[src/rtl/canmb_pkg.sv]
package canmb_pkg;
  localparam int CODE_W   = 4;
  localparam int EOFCNT_W = 3;

  localparam logic [CODE_W-1:0] MBC_INACTIVE = 4'h0;
  localparam logic [CODE_W-1:0] MBC_FULL     = 4'h2;
  localparam logic [CODE_W-1:0] MBC_EMPTY    = 4'h4;
  localparam logic [CODE_W-1:0] MBC_OVERRUN  = 4'h6;

  function automatic logic code_is_rx(input logic [CODE_W-1:0] c);
    return (c == MBC_EMPTY) || (c == MBC_FULL) || (c == MBC_OVERRUN);
  endfunction

  function automatic logic code_holds_frame(input logic [CODE_W-1:0] c);
    return (c == MBC_FULL) || (c == MBC_OVERRUN);
  endfunction
endpackage

[src/rtl/canmb_state.sv]
module canmb_state
  import canmb_pkg::*;
#(
  parameter int NUM_MB = 8,
  parameter int ID_W   = 11,
  parameter int IDX_W  = 3
) (
  input  logic                              clk,
  input  logic                              rst_n,
  input  logic                              cfg_we,
  input  logic [IDX_W-1:0]                  cfg_idx,
  input  logic [CODE_W-1:0]                 cfg_code,
  input  logic [ID_W-1:0]                   cfg_id,
  input  logic [ID_W-1:0]                   cfg_mask,
  input  logic                              cpu_lock,
  input  logic                              cpu_unlock,
  input  logic [IDX_W-1:0]                  cpu_idx,
  input  logic                              mv_en,
  input  logic [IDX_W-1:0]                  mv_idx,
  input  logic [CODE_W-1:0]                 mv_code,
  output logic [NUM_MB-1:0][CODE_W-1:0]     code_o,
  output logic [NUM_MB-1:0][ID_W-1:0]       id_o,
  output logic [NUM_MB-1:0][ID_W-1:0]       mask_o,
  output logic [NUM_MB-1:0]                 free_o,
  output logic                              lock_vld_o,
  output logic [IDX_W-1:0]                  lock_idx_o
);

  logic [NUM_MB-1:0][CODE_W-1:0] code_q, code_d;
  logic [NUM_MB-1:0][ID_W-1:0]   id_q, mask_q;
  logic [NUM_MB-1:0]             svc_q, svc_d;
  logic                          lock_vld_q, lock_vld_d;
  logic [IDX_W-1:0]              lock_idx_q, lock_idx_d;

  // Next-state: unlock, then lock (read of control/status), then move-in,
  // then software configuration, which has the last word.
  always_comb begin
    code_d     = code_q;
    svc_d      = svc_q;
    lock_vld_d = lock_vld_q;
    lock_idx_d = lock_idx_q;
    if (cpu_unlock) begin
      lock_vld_d = 1'b0;
    end
    if (cpu_lock) begin
      lock_vld_d = 1'b1;
      lock_idx_d = cpu_idx;
      if (code_holds_frame(code_q[cpu_idx])) begin
        svc_d[cpu_idx] = 1'b1;
      end
    end
    if (mv_en) begin
      code_d[mv_idx] = mv_code;
      svc_d[mv_idx]  = 1'b0;
    end
    if (cfg_we) begin
      code_d[cfg_idx] = cfg_code;
      svc_d[cfg_idx]  = 1'b0;
    end
  end

  always_ff @(posedge clk or negedge rst_n) begin
    if (!rst_n) begin
      code_q     <= '0;
      svc_q      <= '0;
      lock_vld_q <= 1'b0;
      lock_idx_q <= '0;
    end else begin
      code_q     <= code_d;
      svc_q      <= svc_d;
      lock_vld_q <= lock_vld_d;
      lock_idx_q <= lock_idx_d;
    end
  end

  // Identifier and mask storage behaves like RAM: no reset, write enable only.
  always_ff @(posedge clk) begin
    if (cfg_we) begin
      id_q[cfg_idx]   <= cfg_id;
      mask_q[cfg_idx] <= cfg_mask;
    end
  end

  generate
    for (genvar g = 0; g < NUM_MB; g++) begin : g_free
      logic held_by_cpu;
      assign held_by_cpu = lock_vld_q && (lock_idx_q == IDX_W'(g));
      assign free_o[g]   = !held_by_cpu &&
                           ((code_q[g] == MBC_EMPTY) ||
                            (code_holds_frame(code_q[g]) && svc_q[g]));
    end
  endgenerate

  assign code_o     = code_q;
  assign id_o       = id_q;
  assign mask_o     = mask_q;
  assign lock_vld_o = lock_vld_q;
  assign lock_idx_o = lock_idx_q;

  // a move-in lands in the addressed mailbox's code on the next edge
  p_movein_lands_r4: assert property (@(posedge clk) disable iff (!rst_n)
    (mv_en && !cfg_we) |=> (code_q[$past(mv_idx)] == $past(mv_code)));

endmodule

[src/rtl/canmb_scan.sv]
module canmb_scan
  import canmb_pkg::*;
#(
  parameter int NUM_MB = 8,
  parameter int ID_W   = 11,
  parameter int IDX_W  = 3
) (
  input  logic                          clk,
  input  logic                          rst_n,
  input  logic                          start,
  input  logic [ID_W-1:0]               rx_id,
  input  logic                          queue_mode,
  input  logic [NUM_MB-1:0][CODE_W-1:0] code_i,
  input  logic [NUM_MB-1:0][ID_W-1:0]   id_i,
  input  logic [NUM_MB-1:0][ID_W-1:0]   mask_i,
  input  logic [NUM_MB-1:0]             free_i,
  output logic                          done_o,
  output logic                          hit_o,
  output logic [IDX_W-1:0]              idx_o
);

  localparam logic [IDX_W-1:0] LAST_IDX = IDX_W'(NUM_MB - 1);

  logic              busy_q, busy_d;
  logic              done_q, done_d;
  logic [IDX_W-1:0]  ptr_q, ptr_d;
  logic [ID_W-1:0]   key_q, key_d;
  logic              first_f_q, first_f_d;
  logic [IDX_W-1:0]  first_idx_q, first_idx_d;
  logic [IDX_W-1:0]  last_idx_q, last_idx_d;
  logic              free_f_q, free_f_d;
  logic [IDX_W-1:0]  free_idx_q, free_idx_d;
  logic              cur_hit;

  assign cur_hit = code_is_rx(code_i[ptr_q]) &&
                   (((id_i[ptr_q] ^ key_q) & mask_i[ptr_q]) == '0);

  always_comb begin
    busy_d      = busy_q;
    done_d      = done_q;
    ptr_d       = ptr_q;
    key_d       = key_q;
    first_f_d   = first_f_q;
    first_idx_d = first_idx_q;
    last_idx_d  = last_idx_q;
    free_f_d    = free_f_q;
    free_idx_d  = free_idx_q;
    if (start) begin
      busy_d    = 1'b1;
      done_d    = 1'b0;
      ptr_d     = '0;
      key_d     = rx_id;
      first_f_d = 1'b0;
      free_f_d  = 1'b0;
    end else if (busy_q) begin
      if (cur_hit) begin
        if (!first_f_q) begin
          first_f_d   = 1'b1;
          first_idx_d = ptr_q;
        end
        last_idx_d = ptr_q;
        if (free_i[ptr_q] && !free_f_q) begin
          free_f_d   = 1'b1;
          free_idx_d = ptr_q;
        end
      end
      // Legacy search ends at the first match; queueing walks the whole array.
      if ((ptr_q == LAST_IDX) || (!queue_mode && cur_hit)) begin
        busy_d = 1'b0;
        done_d = 1'b1;
      end else begin
        ptr_d = ptr_q + IDX_W'(1);
      end
    end
  end

  always_ff @(posedge clk or negedge rst_n) begin
    if (!rst_n) begin
      busy_q      <= 1'b0;
      done_q      <= 1'b0;
      ptr_q       <= '0;
      key_q       <= '0;
      first_f_q   <= 1'b0;
      first_idx_q <= '0;
      last_idx_q  <= '0;
      free_f_q    <= 1'b0;
      free_idx_q  <= '0;
    end else begin
      busy_q      <= busy_d;
      done_q      <= done_d;
      ptr_q       <= ptr_d;
      key_q       <= key_d;
      first_f_q   <= first_f_d;
      first_idx_q <= first_idx_d;
      last_idx_q  <= last_idx_d;
      free_f_q    <= free_f_d;
      free_idx_q  <= free_idx_d;
    end
  end

  assign done_o = done_q;
  assign hit_o  = done_q && first_f_q;
  assign idx_o  = !queue_mode ? first_idx_q :
                  (free_f_q ? free_idx_q : last_idx_q);

endmodule

[src/rtl/canmb_movein.sv]
module canmb_movein
  import canmb_pkg::*;
#(
  parameter int NUM_MB       = 8,
  parameter int IDX_W        = 3,
  parameter int EOF_MOVE_BIT = 5
) (
  input  logic                clk,
  input  logic                rst_n,
  input  logic                rx_start,
  input  logic                rx_err,
  input  logic                eof_tick,
  input  logic [EOFCNT_W-1:0] eof_bit,
  input  logic                scan_done,
  input  logic                scan_hit,
  input  logic [IDX_W-1:0]    scan_idx,
  input  logic                lock_vld,
  input  logic [IDX_W-1:0]    lock_idx,
  input  logic [NUM_MB-1:0]   free_i,
  output logic                mv_en,
  output logic [IDX_W-1:0]    mv_idx,
  output logic [CODE_W-1:0]   mv_code
);

  localparam logic [EOFCNT_W-1:0] MOVE_BIT = EOFCNT_W'(EOF_MOVE_BIT);

  logic              act_q, act_d;
  logic              pend_q, pend_d;
  logic [IDX_W-1:0]  pend_idx_q, pend_idx_d;
  logic              mv_en_q, mv_en_d;
  logic [IDX_W-1:0]  mv_idx_q, mv_idx_d;
  logic [CODE_W-1:0] mv_code_q, mv_code_d;
  logic              move_bit;
  logic              scan_locked, pend_locked;

  assign move_bit    = eof_tick && (eof_bit == MOVE_BIT);
  assign scan_locked = lock_vld && (lock_idx == scan_idx);
  assign pend_locked = lock_vld && (lock_idx == pend_idx_q);

  always_comb begin
    act_d      = act_q;
    pend_d     = pend_q;
    pend_idx_d = pend_idx_q;
    mv_en_d    = 1'b0;
    mv_idx_d   = mv_idx_q;
    mv_code_d  = mv_code_q;
    if (rx_start) begin
      // A new frame takes over the staging buffer.
      act_d  = 1'b1;
      pend_d = 1'b0;
    end else if (act_q && rx_err) begin
      act_d = 1'b0;
    end else if (act_q && move_bit) begin
      act_d = 1'b0;
      if (scan_done && scan_hit) begin
        if (scan_locked) begin
          pend_d     = 1'b1;
          pend_idx_d = scan_idx;
        end else begin
          mv_en_d   = 1'b1;
          mv_idx_d  = scan_idx;
          mv_code_d = free_i[scan_idx] ? MBC_FULL : MBC_OVERRUN;
        end
      end
    end else if (pend_q && !pend_locked) begin
      pend_d    = 1'b0;
      mv_en_d   = 1'b1;
      mv_idx_d  = pend_idx_q;
      mv_code_d = free_i[pend_idx_q] ? MBC_FULL : MBC_OVERRUN;
    end
  end

  always_ff @(posedge clk or negedge rst_n) begin
    if (!rst_n) begin
      act_q      <= 1'b0;
      pend_q     <= 1'b0;
      pend_idx_q <= '0;
      mv_en_q    <= 1'b0;
      mv_idx_q   <= '0;
      mv_code_q  <= MBC_INACTIVE;
    end else begin
      act_q      <= act_d;
      pend_q     <= pend_d;
      pend_idx_q <= pend_idx_d;
      mv_en_q    <= mv_en_d;
      mv_idx_q   <= mv_idx_d;
      mv_code_q  <= mv_code_d;
    end
  end

  assign mv_en   = mv_en_q;
  assign mv_idx  = mv_idx_q;
  assign mv_code = mv_code_q;

  // a move-in never targets a mailbox that was locked when it was decided
  p_target_unlocked_r10: assert property (@(posedge clk) disable iff (!rst_n)
    mv_en_q |-> (!$past(lock_vld) || ($past(lock_idx) != mv_idx_q)));

  // an error during a live frame suppresses its move-in
  p_err_drops_r8: assert property (@(posedge clk) disable iff (!rst_n)
    (act_q && rx_err && !rx_start) |=> !mv_en_q);

  // the move-in strobe lasts one cycle
  p_single_pulse_r9: assert property (@(posedge clk) disable iff (!rst_n)
    mv_en_q |=> !mv_en_q);

endmodule

[src/rtl/canmb_match_top.sv]
module canmb_match_top
  import canmb_pkg::*;
#(
  parameter  int NUM_MB       = 8,
  parameter  int ID_W         = 11,
  parameter  int EOF_MOVE_BIT = 5,
  localparam int IDX_W        = (NUM_MB > 1) ? $clog2(NUM_MB) : 1
) (
  input  logic                     clk,
  input  logic                     rst_n,
  input  logic                     queue_mode,
  input  logic                     cfg_we,
  input  logic [IDX_W-1:0]         cfg_idx,
  input  logic [3:0]               cfg_code,
  input  logic [ID_W-1:0]          cfg_id,
  input  logic [ID_W-1:0]          cfg_mask,
  input  logic                     cpu_lock,
  input  logic                     cpu_unlock,
  input  logic [IDX_W-1:0]         cpu_idx,
  input  logic                     rx_start,
  input  logic [ID_W-1:0]          rx_id,
  input  logic                     rx_err,
  input  logic                     eof_tick,
  input  logic [2:0]               eof_bit,
  output logic                     mv_en,
  output logic [IDX_W-1:0]         mv_idx,
  output logic [3:0]               mv_code,
  output logic [NUM_MB*4-1:0]      mb_code_o
);

  logic [1:0] rst_sync_q;
  logic       rst_sn;

  always_ff @(posedge clk or negedge rst_n) begin
    if (!rst_n) begin
      rst_sync_q <= 2'b00;
    end else begin
      rst_sync_q <= {rst_sync_q[0], 1'b1};
    end
  end
  assign rst_sn = rst_sync_q[1];

  logic [NUM_MB-1:0][CODE_W-1:0] code_w;
  logic [NUM_MB-1:0][ID_W-1:0]   id_w, mask_w;
  logic [NUM_MB-1:0]             free_w;
  logic                          lock_vld_w;
  logic [IDX_W-1:0]              lock_idx_w;
  logic                          scan_done_w, scan_hit_w;
  logic [IDX_W-1:0]              scan_idx_w;

  canmb_state #(.NUM_MB(NUM_MB), .ID_W(ID_W), .IDX_W(IDX_W)) u_state (
    .clk        (clk),
    .rst_n      (rst_sn),
    .cfg_we     (cfg_we),
    .cfg_idx    (cfg_idx),
    .cfg_code   (cfg_code),
    .cfg_id     (cfg_id),
    .cfg_mask   (cfg_mask),
    .cpu_lock   (cpu_lock),
    .cpu_unlock (cpu_unlock),
    .cpu_idx    (cpu_idx),
    .mv_en      (mv_en),
    .mv_idx     (mv_idx),
    .mv_code    (mv_code),
    .code_o     (code_w),
    .id_o       (id_w),
    .mask_o     (mask_w),
    .free_o     (free_w),
    .lock_vld_o (lock_vld_w),
    .lock_idx_o (lock_idx_w)
  );

  canmb_scan #(.NUM_MB(NUM_MB), .ID_W(ID_W), .IDX_W(IDX_W)) u_scan (
    .clk        (clk),
    .rst_n      (rst_sn),
    .start      (rx_start),
    .rx_id      (rx_id),
    .queue_mode (queue_mode),
    .code_i     (code_w),
    .id_i       (id_w),
    .mask_i     (mask_w),
    .free_i     (free_w),
    .done_o     (scan_done_w),
    .hit_o      (scan_hit_w),
    .idx_o      (scan_idx_w)
  );

  canmb_movein #(.NUM_MB(NUM_MB), .IDX_W(IDX_W), .EOF_MOVE_BIT(EOF_MOVE_BIT)) u_movein (
    .clk       (clk),
    .rst_n     (rst_sn),
    .rx_start  (rx_start),
    .rx_err    (rx_err),
    .eof_tick  (eof_tick),
    .eof_bit   (eof_bit),
    .scan_done (scan_done_w),
    .scan_hit  (scan_hit_w),
    .scan_idx  (scan_idx_w),
    .lock_vld  (lock_vld_w),
    .lock_idx  (lock_idx_w),
    .free_i    (free_w),
    .mv_en     (mv_en),
    .mv_idx    (mv_idx),
    .mv_code   (mv_code)
  );

  assign mb_code_o = code_w;

endmodule

[config.mk]
export PLATFORM = sky130hd
export DESIGN_NAME = canmb_match_top
export DESIGN_NICKNAME = d
export VERILOG_FILES = /design/src/rtl/canmb_pkg.sv /design/src/rtl/canmb_state.sv /design/src/rtl/canmb_scan.sv /design/src/rtl/canmb_movein.sv /design/src/rtl/canmb_match_top.sv
export SDC_FILE = /design/constraint.sdc
export NUM_CORES = 1
export LEC_CHECK = 0
export ABC_CLOCK_PERIOD_IN_PS = 3400
export BUFFER_PORTS_ARGS = -buffer_cell sky130_fd_sc_hd__clkbuf_2
export CAP_MARGIN = 25
export CORE_UTILIZATION = 45
export DETAILED_ROUTE_END_ITERATION = 7
export PLACE_DENSITY = 0.69
export SETUP_SLACK_MARGIN = 0.05
export SKIP_CTS_REPAIR_TIMING = 1
export SYNTH_ARGS = -nofsm -noshare
export SYNTH_HDL_FRONTEND = slang
export SYNTH_SLANG_ARGS = --single-unit
[constraint.sdc]
create_clock -name clk -period 3.4 [get_ports clk]
set_input_delay 0.34 -clock clk [delete_from_list [all_inputs] [get_ports clk]]
set_output_delay 0.34 -clock clk [all_outputs]
set_load 0.02 [all_outputs]
==> results of run 1 <==
==> path summary, 6_finish.rpt <==
kind | from | to | slack (ps) | cells after the start
max in group asynchronous | rst_sync_q[1] | u_state.svc_q[5] | 2230 | 1
min reg2reg | rst_sync_q[0] | rst_sync_q[1] | 350 | 0
min in group asynchronous | rst_n | rst_sync_q[1] | 120 | 2
min | rx_id[5] | u_scan.key_q[5] | 30 | 2
max reg2reg | u_scan.ptr_q[1] | u_scan.free_idx_q[0] | 300 | 8
max | u_scan.ptr_q[1] | u_scan.free_idx_q[0] | 300 | 8
==> metrics by stage <==
| stage | cell area [um^2] | worst slack [ps] | utilization | instances | total power [mW] |
|---|---|---|---|---|---|
| floorplan | 11300 | 472 | - | 771 | 4.84 |
| global placement | 12100 | 434 | 0.496 | 1162 | 5.23 |
| detailed placement | 12100 | 332 | 0.496 | 1162 | 5.26 |
| CTS | 12900 | 317 | 0.529 | 1212 | 7.98 |
| global route | 13000 | 112 | 0.530 | 1213 | 8.26 |
| finish | 13000 | 305 | 0.530 | 1213 | 7.94 |
==> per-layer routing <==
| layer | vias up | share of wire |
|---|---|---|
| met4 | 0 | 0.018 |
| met5 | - | 0 |
| met3 | 37 | 0.056 |
| met2 | 208 | 0.49 |
| met1 | 3499 | 0.44 |
| li1 | 3124 | - |
==> registers in the layout (all words and copies together), names as in the netlist <==
register and cells:
u_state.lock_vld_o 1, u_movein.mv_idx 3, u_state.lock_idx_o 3, u_movein.mv_code 2, u_movein.pend_q 1, u_state.code_o 32, u_state.svc_q 8, u_scan.done_o 1
u_scan.busy_q 1, u_scan.free_idx_q 3, u_movein.act_q 1, u_state.mask_o 88, u_scan.ptr_q 3, u_movein.mv_en 1, u_scan.last_idx_q 3, rst_sync_q 2
u_scan.first_idx_q 3, u_scan.key_q 11, u_state.id_o 88, u_scan.free_f_q 1, u_movein.pend_idx_q 3, u_scan.first_f_q 1
==> logic make-up (layout without fill, tap and decap cells) <==
family,count (synthesis),after routing
buf+inv,60,178
simple gates,167,167
other cells,2,3
xor+xnor,46,46
flops,260,260
compound gates,115,115
fa+ha+maj,2,2
mux,118,118
==> cell type report <==
cell class / instances / area share
clock inverters: 13 / 0.00666
flip-flops and latches: 260 / 0.571
well taps: 324 / 0.0313
clock buffers: 37 / 0.0566
multi-input cells: 451 / 0.282
repair buffers: 112 / 0.0483
inverters: 16 / 0.00464
==> power breakdown <==
part           switching (mW)  leakage (nW)  internal, mW
combinational           0.728          1.87         0.606
clock                    1.21         0.401          1.52
sequential              0.257          2.65          3.61
==> critical path: stages, from the launching register on <==
cell and delay (ps):
dfrtp_4 610, buf_4 290, mux2_2 360, a32oi_1 230, nand4_1 150, o2bb2ai_1 320
nand4_2 210, nor4_4 410, mux2_2 390
==> cell usage in the layout, fill, tap and decap left out, drive strengths merged, types with 3 or more instances in the layout <==
cell    instances
a32oi           5
nor3           13
dfrtp          84
o21ai          27
a22o           17
nand4b          5
a21oi          18
a21o            4
nand3          13
and2            5
mux4           21
mux2i          58
a31o            3
nand4          11
clkbuf        129
or3             6
a211oi          3
buf            19
nor2           36
nand2          39
a31oi           8
nor3b           4
conb            3
clkinv         12
edfxtp        176
o22ai           3
inv            15
xnor2          16
xor2           30
nand2b          9
nor4            6
nor2b          11
mux2           39
==> impl_metrics.yaml, run 1 <==
outcome:
  run_status: "finished clean"
synthesis:
  synth_compound_area_frac: 0.0712
  syn-mean-instance-area_um2: 14.7
  synth.mux.area_fraction: 0.132
  synth-simple-area-share: 0.0781
  synth_xor_area_frac: 0.0356
  synth_top_family_by_area: "multiplexers"
  syn_area_um2: 11300
  synth-edff-count: 176
  synth_top_area_cell: "edfxtp_1"
  ys_top_cells_by_area: "edfxtp_1 (47%), dfrtp_1 (19%), mux2i_1 (5.1%), mux4_2 (4.2%), mux2_2 (3.8%)"
  ys_seq_area_frac: 0.653
  ys.flop_type: "edfxtp_1"
  yosysWarnings: 0
  netlist_instances: 770
  async_flop_share: 0.323
  synth_top_cell_area_share: 0.467
  synth.distinct_cells: 70
  yosys-top-cells-count: "edfxtp_1 (176), dfrtp_1 (84), mux2i_1 (58)"
  ys_ff_latch: 260
  synth_adder_area_share: 0.00221
  synth.most_common_cell: "edfxtp_1"
drt:
  viasPerCell: 5.66
  drt-initial-drc-count: 522
  via_count: 6868
  drtPass1Iterations: 5
  ant_nets: 0
  avgRoutedWirePerCell_um: 21.0
  drc_errors: 0
  drt-total-wl_um: 25500
clock_network:
  cts_tree: "yes"
  clock_sinks: 260
  ctsRootBufferMaster: "clkbuf_16"
  clk_pin_slew_ps: 60
  cts_buffer_depth: 3
  insertion_delay_ps: 550
  numCtsBuffers: 27
  htree_num_levels: 1
sta:
  slew_viol_final: 0
  max_freq_mhz: 323
  tns_ps: 0
  setup_viol: 0
  min_period_ps: 3100
  hold_ws_ps: 31.9
  max_slew_margin: 0.423
  fin_worst_skew_ps: 14.9
  rsz0062_at_grt: "no"
  worst_pin_slew_ps: 865
  fin_crit_sh: 0.910
  timing_hold_violations_final: 0
worst_setup_path:
  start_kind: "flip-flop"
  critPathMaxFanout: 19
  path_class: "reg2reg"
  end_kind: "flip-flop"
  cp.arrival_ps: 3520
  cp.required_ps: 3820
placed_design:
  gp_congestion: 0.862
  io_buffer_count: 92
  dp_hpwl_um: 16500
cells_and_area:
  drive_gt1_frac: 0.260
  nets: 925
  fillers: 2023
  antenna_cells: 0
  seqCellArea_um2: 7400
  multi_input_area_um2: 3650
  syn_to_final_growth_pct: 14.5
floorplanning:
  die_x_um: 161
  rows: 57
  start_util: 0.462
  die-area_um2: 25800
  num_io_pins: 95
  die_h_um: 161
  core_area_um2: 24500
pwr:
  power_density_nw_per_um2: 613
  p_leak_nw: 4.92
  max-vdd-ir-drop_mv: 0.337
run:
  drv_cap: 0
grt:
  grt_max_degree: 60
  grtUsageTotal: 0.200
  grtUsageMet1: 0.279
  grt_pass1_vias: 6939
  busiest_layer: "met2"
  grt.overflow.total: 0
  antenna_found_initial: 0
  met3_usage: 0.0325
  met2_usage: 0.327
  grt_pass1_wl_um: 39700
worst_hold_path:
  hp-class: "in2reg"
(Power assumes the default switching activity.)
==> run 2, diff against run 1 <==
Settings changed: PLACE_DENSITY 0.69 to unset, PLACE_DENSITY_LB_ADDON set to 0.12.
==> run 2 against run 1 <==
- die area stayed put
- hold slack worse by 5.0 ps
- non-clock buffer count is 3 higher
==> impl_metrics.yaml, run 2 (synthesized netlist as in run 1, its figures left out) <==
floorplanning:
  die_h_um: 161
  num_io_pins: 95
  rows: 57
  die-area_um2: 25800
  core_area_um2: 24500
  start_util: 0.462
  die_x_um: 161
grt:
  grt_pass1_vias: 7117
  grt.overflow.total: 0
  met2_usage: 0.350
  grtUsageTotal: 0.210
  grt_max_degree: 72
  grt_pass1_wl_um: 41300
  antenna_found_initial: 0
  grtUsageMet1: 0.288
  busiest_layer: "met2"
  met3_usage: 0.0284
worst_setup_path:
  crit_top_cell: "o21ai_0"
  cpMaxStageDelayCell: "dfrtp_4"
  cp_cell_sequence: "buf_12 > and3b_1 > o21ai_0 > o21ai_0 > a211oi_1 > o2bb2ai_1 > nand4_2 > nor4_4 > mux2_2"
  cp.arrival_ps: 3530
  cp.required_ps: 3830
  path_class: "reg2reg"
  start_kind: "flip-flop"
  critical-path-max-stage-delay_ps: 580
  critPathMaxFanout: 28
  crit_buf_inv: 1
  end_kind: "flip-flop"
  cp_top_family: "compound AO/OA/AOI/OAI gates"
clock_network:
  insertion_delay_ps: 540
  clk_pin_slew_ps: 60
  numCtsBuffers: 28
  cts_tree: "yes"
  ctsRootBufferMaster: "clkbuf_16"
  clock_sinks: 260
  htree_num_levels: 1
  cts_buffer_depth: 3
drt:
  avgRoutedWirePerCell_um: 21.7
  drc_errors: 0
  drt-initial-drc-count: 523
  via_count: 6870
  drtPass1Iterations: 5
  drt-total-wl_um: 26500
  viasPerCell: 5.64
  ant_nets: 0
cells_and_area:
  mostFrequentLayoutCells: "edfxtp_1 (176), clkbuf_2 (92), dfrtp_1 (81), mux2i_1 (58), nand2_1 (39)"
  seqCellArea_um2: 7400
  final_common_cell: "edfxtp_1"
  fillers: 2037
  drive_gt1_frac: 0.261
  multi_input_area_um2: 3640
  syn_to_final_growth_pct: 15.6
  nets: 929
sta:
  max_slew_margin: 0.408
  tns_ps: 0
  fin_ws_ps: 301
  max_freq_mhz: 323
  fin_worst_skew_ps: 8.33
  hold_ws_ps: 26.9
  rsz0062_at_grt: "no"
  min_period_ps: 3100
  timing_hold_violations_final: 0
  worst_pin_slew_ps: 886
  fin_crit_sh: 0.912
  setup_viol: 0
  slew_viol_final: 0
placed_design:
  dp_hpwl_um: 17600
  io_buffer_count: 92
  dp_slack_ps: 333
  gp_congestion: 0.789
pwr:
  max-vdd-ir-drop_mv: 0.453
  power_density_nw_per_um2: 620
  p_leak_nw: 4.97
  p_total_mw: 8.11
outcome:
  run_status: "finished clean"
worst_hold_path:
  hp-class: "in2reg"
run:
  drv_cap: 0
## run 2: final timing paths
path                            startpoint               endpoint  slack, ps  depth (start not counted)
min in group asynchronous            rst_n          rst_sync_q[1]        120                          2
setup / recovery           u_scan.ptr_q[1]   u_scan.free_idx_q[0]        300                          9
max in group asynchronous    rst_sync_q[1]    u_movein.mv_code[2]       2370                          2
setup reg to reg           u_scan.ptr_q[1]   u_scan.free_idx_q[0]        300                          9
hold / removal                    rx_id[8]        u_scan.key_q[8]         30                          2
hold reg to reg              rst_sync_q[1]  u_state.lock_idx_o[2]        190                          0
## run 2: per-layer routing
layer,part of all wire,routed length (um),vias up
met5,0,0,-
met4,0.026,682,0
met3,0.049,1300,46
met2,0.49,12900,194
met1,0.44,11600,3487
li1,-,-,3143
## run 2: layout make-up
type	count	share of cell area
Multi-Input combinational cell	451	0.279
Tap cell	324	0.0310
Inverter	16	0.00459
Sequential cell	260	0.566
Timing Repair Buffer	115	0.0530
Antenna cell	1	0.000191
Clock buffer	36	0.0583
Clock inverter	15	0.00842
## run 2: power by group
part / switching [mW] / internal [mW] / leakage [nW]
sequential: 0.229 / 3.61 / 2.65
clock: 1.22 / 1.65 / 0.426
combinational: 0.768 / 0.622 / 1.90
total: 2.22 / 5.89 / 4.97
## run 2: stage by stage
stage	util	instance area (um^2)	instances
final	0.534	13100	1218
after global routing	0.534	13100	1217
after CTS	0.533	13000	1215
after detailed placement	0.497	12200	1164
after global placement	0.497	12200	1164
after floorplan	-	11300	771
==> run 3, diff against run 2 <==
Settings changed: ABC_AREA set to 1, SKIP_CTS_REPAIR_TIMING 1 to unset.
==> run 3 against run 2 <==
- cell count grew 48%
- non-clock buffer count shrank 1
- utilization shrank 0.41 points
- largest power group unchanged
- die area grew 8.0%
- wire length grew 28%
- critical path type unchanged
- combinational power grew 73%
- highest routed layer unchanged
==> impl_metrics.yaml, run 3 <==
pwr:
  power.share.sequential: 0.412
  p_sw_mw: 3.04
  max-vdd-ir-drop_mv: 0.348
  sw_frac_of_total: 0.332
  power_density_nw_per_um2: 655
  p_int_mw: 6.11
  clkPwrFrac: 0.326
  combPwrFrac: 0.262
  p_leak_nw: 6.28
synthesis:
  ys_ff_latch: 260
  async_flop_share: 0.323
  synth.distinct_cells: 38
  ys_seq_area_frac: 0.604
  synth_compound_area_frac: 0.0901
  ys.flop_type: "edfxtp_1"
  synth_adder_area_share: 0.00205
  synth_top_family_by_area: "simple AND/OR/NAND/NOR gates"
  synth_top_cell_area_share: 0.432
  synth_xor_area_frac: 0.00143
  netlist_instances: 1346
  synth_top_area_cell: "edfxtp_1"
  synth-edff-count: 176
  synth-simple-area-share: 0.231
  yosys-top-cells-count: "nand2_1 (390), edfxtp_1 (176), nand3_1 (153)"
  yosysWarnings: 0
  synth.most_common_cell: "nand2_1"
  ys_top_cells_by_area: "edfxtp_1 (43%), dfrtp_1 (17%), nand2_1 (12%), nand3_1 (6.3%), inv_1 (4.6%)"
  syn-mean-instance-area_um2: 9.08
  synth.mux.area_fraction: 0
  syn_area_um2: 12200
clock_network:
  clock_sinks: 260
  post_cts_resized: 0
  numCtsBuffers: 28
  cts_buffer_depth: 3
  clk_pin_slew_ps: 60
  ctsRootBufferMaster: "clkbuf_16"
  htree_num_levels: 1
  cts_tree: "yes"
  insertion_delay_ps: 540
sta:
  min_period_ps: 2550
  tns_ps: 0
  timing_hold_violations_final: 0
  setup_viol: 0
  slew_viol_final: 0
  worst_pin_slew_ps: 765
  max_freq_mhz: 391
  rsz0062_at_grt: "no"
  fin_worst_skew_ps: 14.5
  fin_crit_sh: 0.751
  max_slew_margin: 0.489
worst_setup_path:
  reg2reg_to: "u_scan.ptr_q[2]"
  start_kind: "flip-flop"
  end_kind: "flip-flop"
  r2r-start: "u_scan.ptr_q[0]"
  cp.arrival_ps: 3030
  cp.required_ps: 3870
  r2r_setup_slack_ps: 850
  critPathMaxFanout: 39
  reg2reg_depth: 14
  path_class: "reg2reg"
floorplanning:
  die_x_um: 167
  die-area_um2: 27800
  rows: 59
  start_util: 0.464
  die_h_um: 167
  num_io_pins: 95
  core_area_um2: 26400
drt:
  drc_errors: 0
  drt-total-wl_um: 34000
  avgRoutedWirePerCell_um: 18.9
  drtPass1Iterations: 7
  viasPerCell: 5.37
  drt-initial-drc-count: 872
  via_count: 9664
  ant_nets: 0
worst_hold_path:
  hp-class: "in2reg"
  hold_path_end: "u_scan.key_q[5]"
  min_from: "rx_id[5]"
  holdPathStages: 3
cells_and_area:
  drive_gt1_frac: 0.113
  final_common_cell: "nand2_1"
  nets: 1500
  antenna_cells: 0
  fillers: 2436
  syn_to_final_growth_pct: 14.4
  final_cell_area_um2: 14000
  mostFrequentLayoutCells: "nand2_1 (390), edfxtp_1 (176), nand3_1 (153), inv_1 (150), nor2_1 (101)"
grt:
  antenna_found_initial: 0
  grt_pass1_vias: 9238
  grt_pass1_wl_um: 53200
  grt_max_degree: 98
  grt.overflow.total: 0
  grtUsageTotal: 0.249
placed_design:
  post_dp_cell_area_um2: 13000
  gp_congestion: 0.879
  io_buffer_count: 92
  dp_hpwl_um: 21700
run:
  drv_cap: 0
outcome:
  run_status: "finished clean"
==> run 3: cell count changes in the layout (fill, tap and decap cells not counted), sizes merged, moves of 21 or more <==
cell   before  now
nand3      13  156
mux4       21    0
mux2       39    0
xor2       30    2
o21ai      27  105
nand2      39  390
mux2i      58    0
inv        14  153
nor2       36  101
a21oi      18   64
==> run 3: how the worst max path moves through the flow <==
stage | cells past startpoint | slack (ps) | endpoint | from
floorplan | 0 | 890 | u_movein.act_q | rst_sync_q[1]
global placement | 16 | 950 | u_scan.free_idx_q[2] | u_scan.ptr_q[0]
detailed placement | 16 | 880 | u_scan.free_idx_q[2] | u_scan.ptr_q[0]
CTS | 15 | 880 | u_scan.last_idx_q[0] | u_scan.ptr_q[0]
global route | 14 | 590 | u_scan.ptr_q[2] | u_scan.ptr_q[0]
finish | 14 | 850 | u_scan.ptr_q[2] | u_scan.ptr_q[0]
==> run 3: cell type report <==
| type | instances | area [um^2] | area share |
|---|---|---|---|
| timing repair buffer | 114 | 708 | 0.0507 |
| multi-input combinational | 885 | 3970 | 0.284 |
| clock inverter | 13 | 118 | 0.00842 |
| tap | 335 | 419 | 0.0300 |
| inverter | 154 | 581 | 0.0415 |
| clock buffer | 39 | 783 | 0.0560 |
| sequential | 260 | 7390 | 0.529 |
==> run 3: cell families (layout without fill, tap and decap cells) <==
| group | count (synthesis) | count (layout) |
|---|---|---|
| compound gates | 203 | 203 |
| other cells | 2 | 3 |
| xor+xnor | 2 | 2 |
| flops | 260 | 260 |
| buf+inv | 202 | 320 |
| fa+ha+maj | 2 | 2 |
| simple gates | 675 | 675 |
==> run 3: per-stage QoR <==
step	setup WS [ps]	utilization	std cells	hold WS [ps]	power (mW)
3_5_place_dp	883	0.495	1745	129	6.22
3_3_place_gp	950	0.495	1745	126	6.19
6_report	845	0.530	1800	33.6	9.15
5_1_grt	587	0.530	1800	51.6	9.66
4_1_cts	883	0.530	1800	17.9	9.20
2_1_floorplan	887	-	1347	44.4	5.46
==> run 3: critical path, cell delays in order (launching register included) <==
cell and delay, ps:
dfrtp_2 440, inv_4 370, buf_12 260, nand2_1 70
nand3_1 120, nand3_1 110, nand2_1 90, nand2_1 50
nand3_1 70, nand2_1 70, nor2_1 180, nand4_1 280
nand3_2 180, nand3_1 80, nand2_1 80
==> run 3: power by group through the flow <==
| stage | Sequential [mW] | Combinational (mW) | Clock [mW] |
|---|---|---|---|
| global placement | 3.83 | 2.36 | 0 |
| detailed placement | 3.83 | 2.39 | 0 |
| floorplan | 3.87 | 1.59 | 0 |
| CTS | 3.76 | 2.40 | 3.03 |
| finish | 3.77 | 2.40 | 2.98 |
| global route | 3.79 | 2.70 | 3.17 |
==> run 3: repair_timing <==
item	CTS	global route
buffers inserted	0	0
hold buffers	3	0
setup endpoints to repair	0	0
endpoints found under the hold margin	4	0
==> run 3: layer usage <==
metal | track usage | vias to the layer above | part of all wire
met3 | 0.0347 | 52 | 0.066
met2 | 0.391 | 324 | 0.45
met1 | 0.365 | 4596 | 0.46
li1 | - | 4692 | -
met5 | 0 | - | 0
met4 | 0.0616 | 0 | 0.020
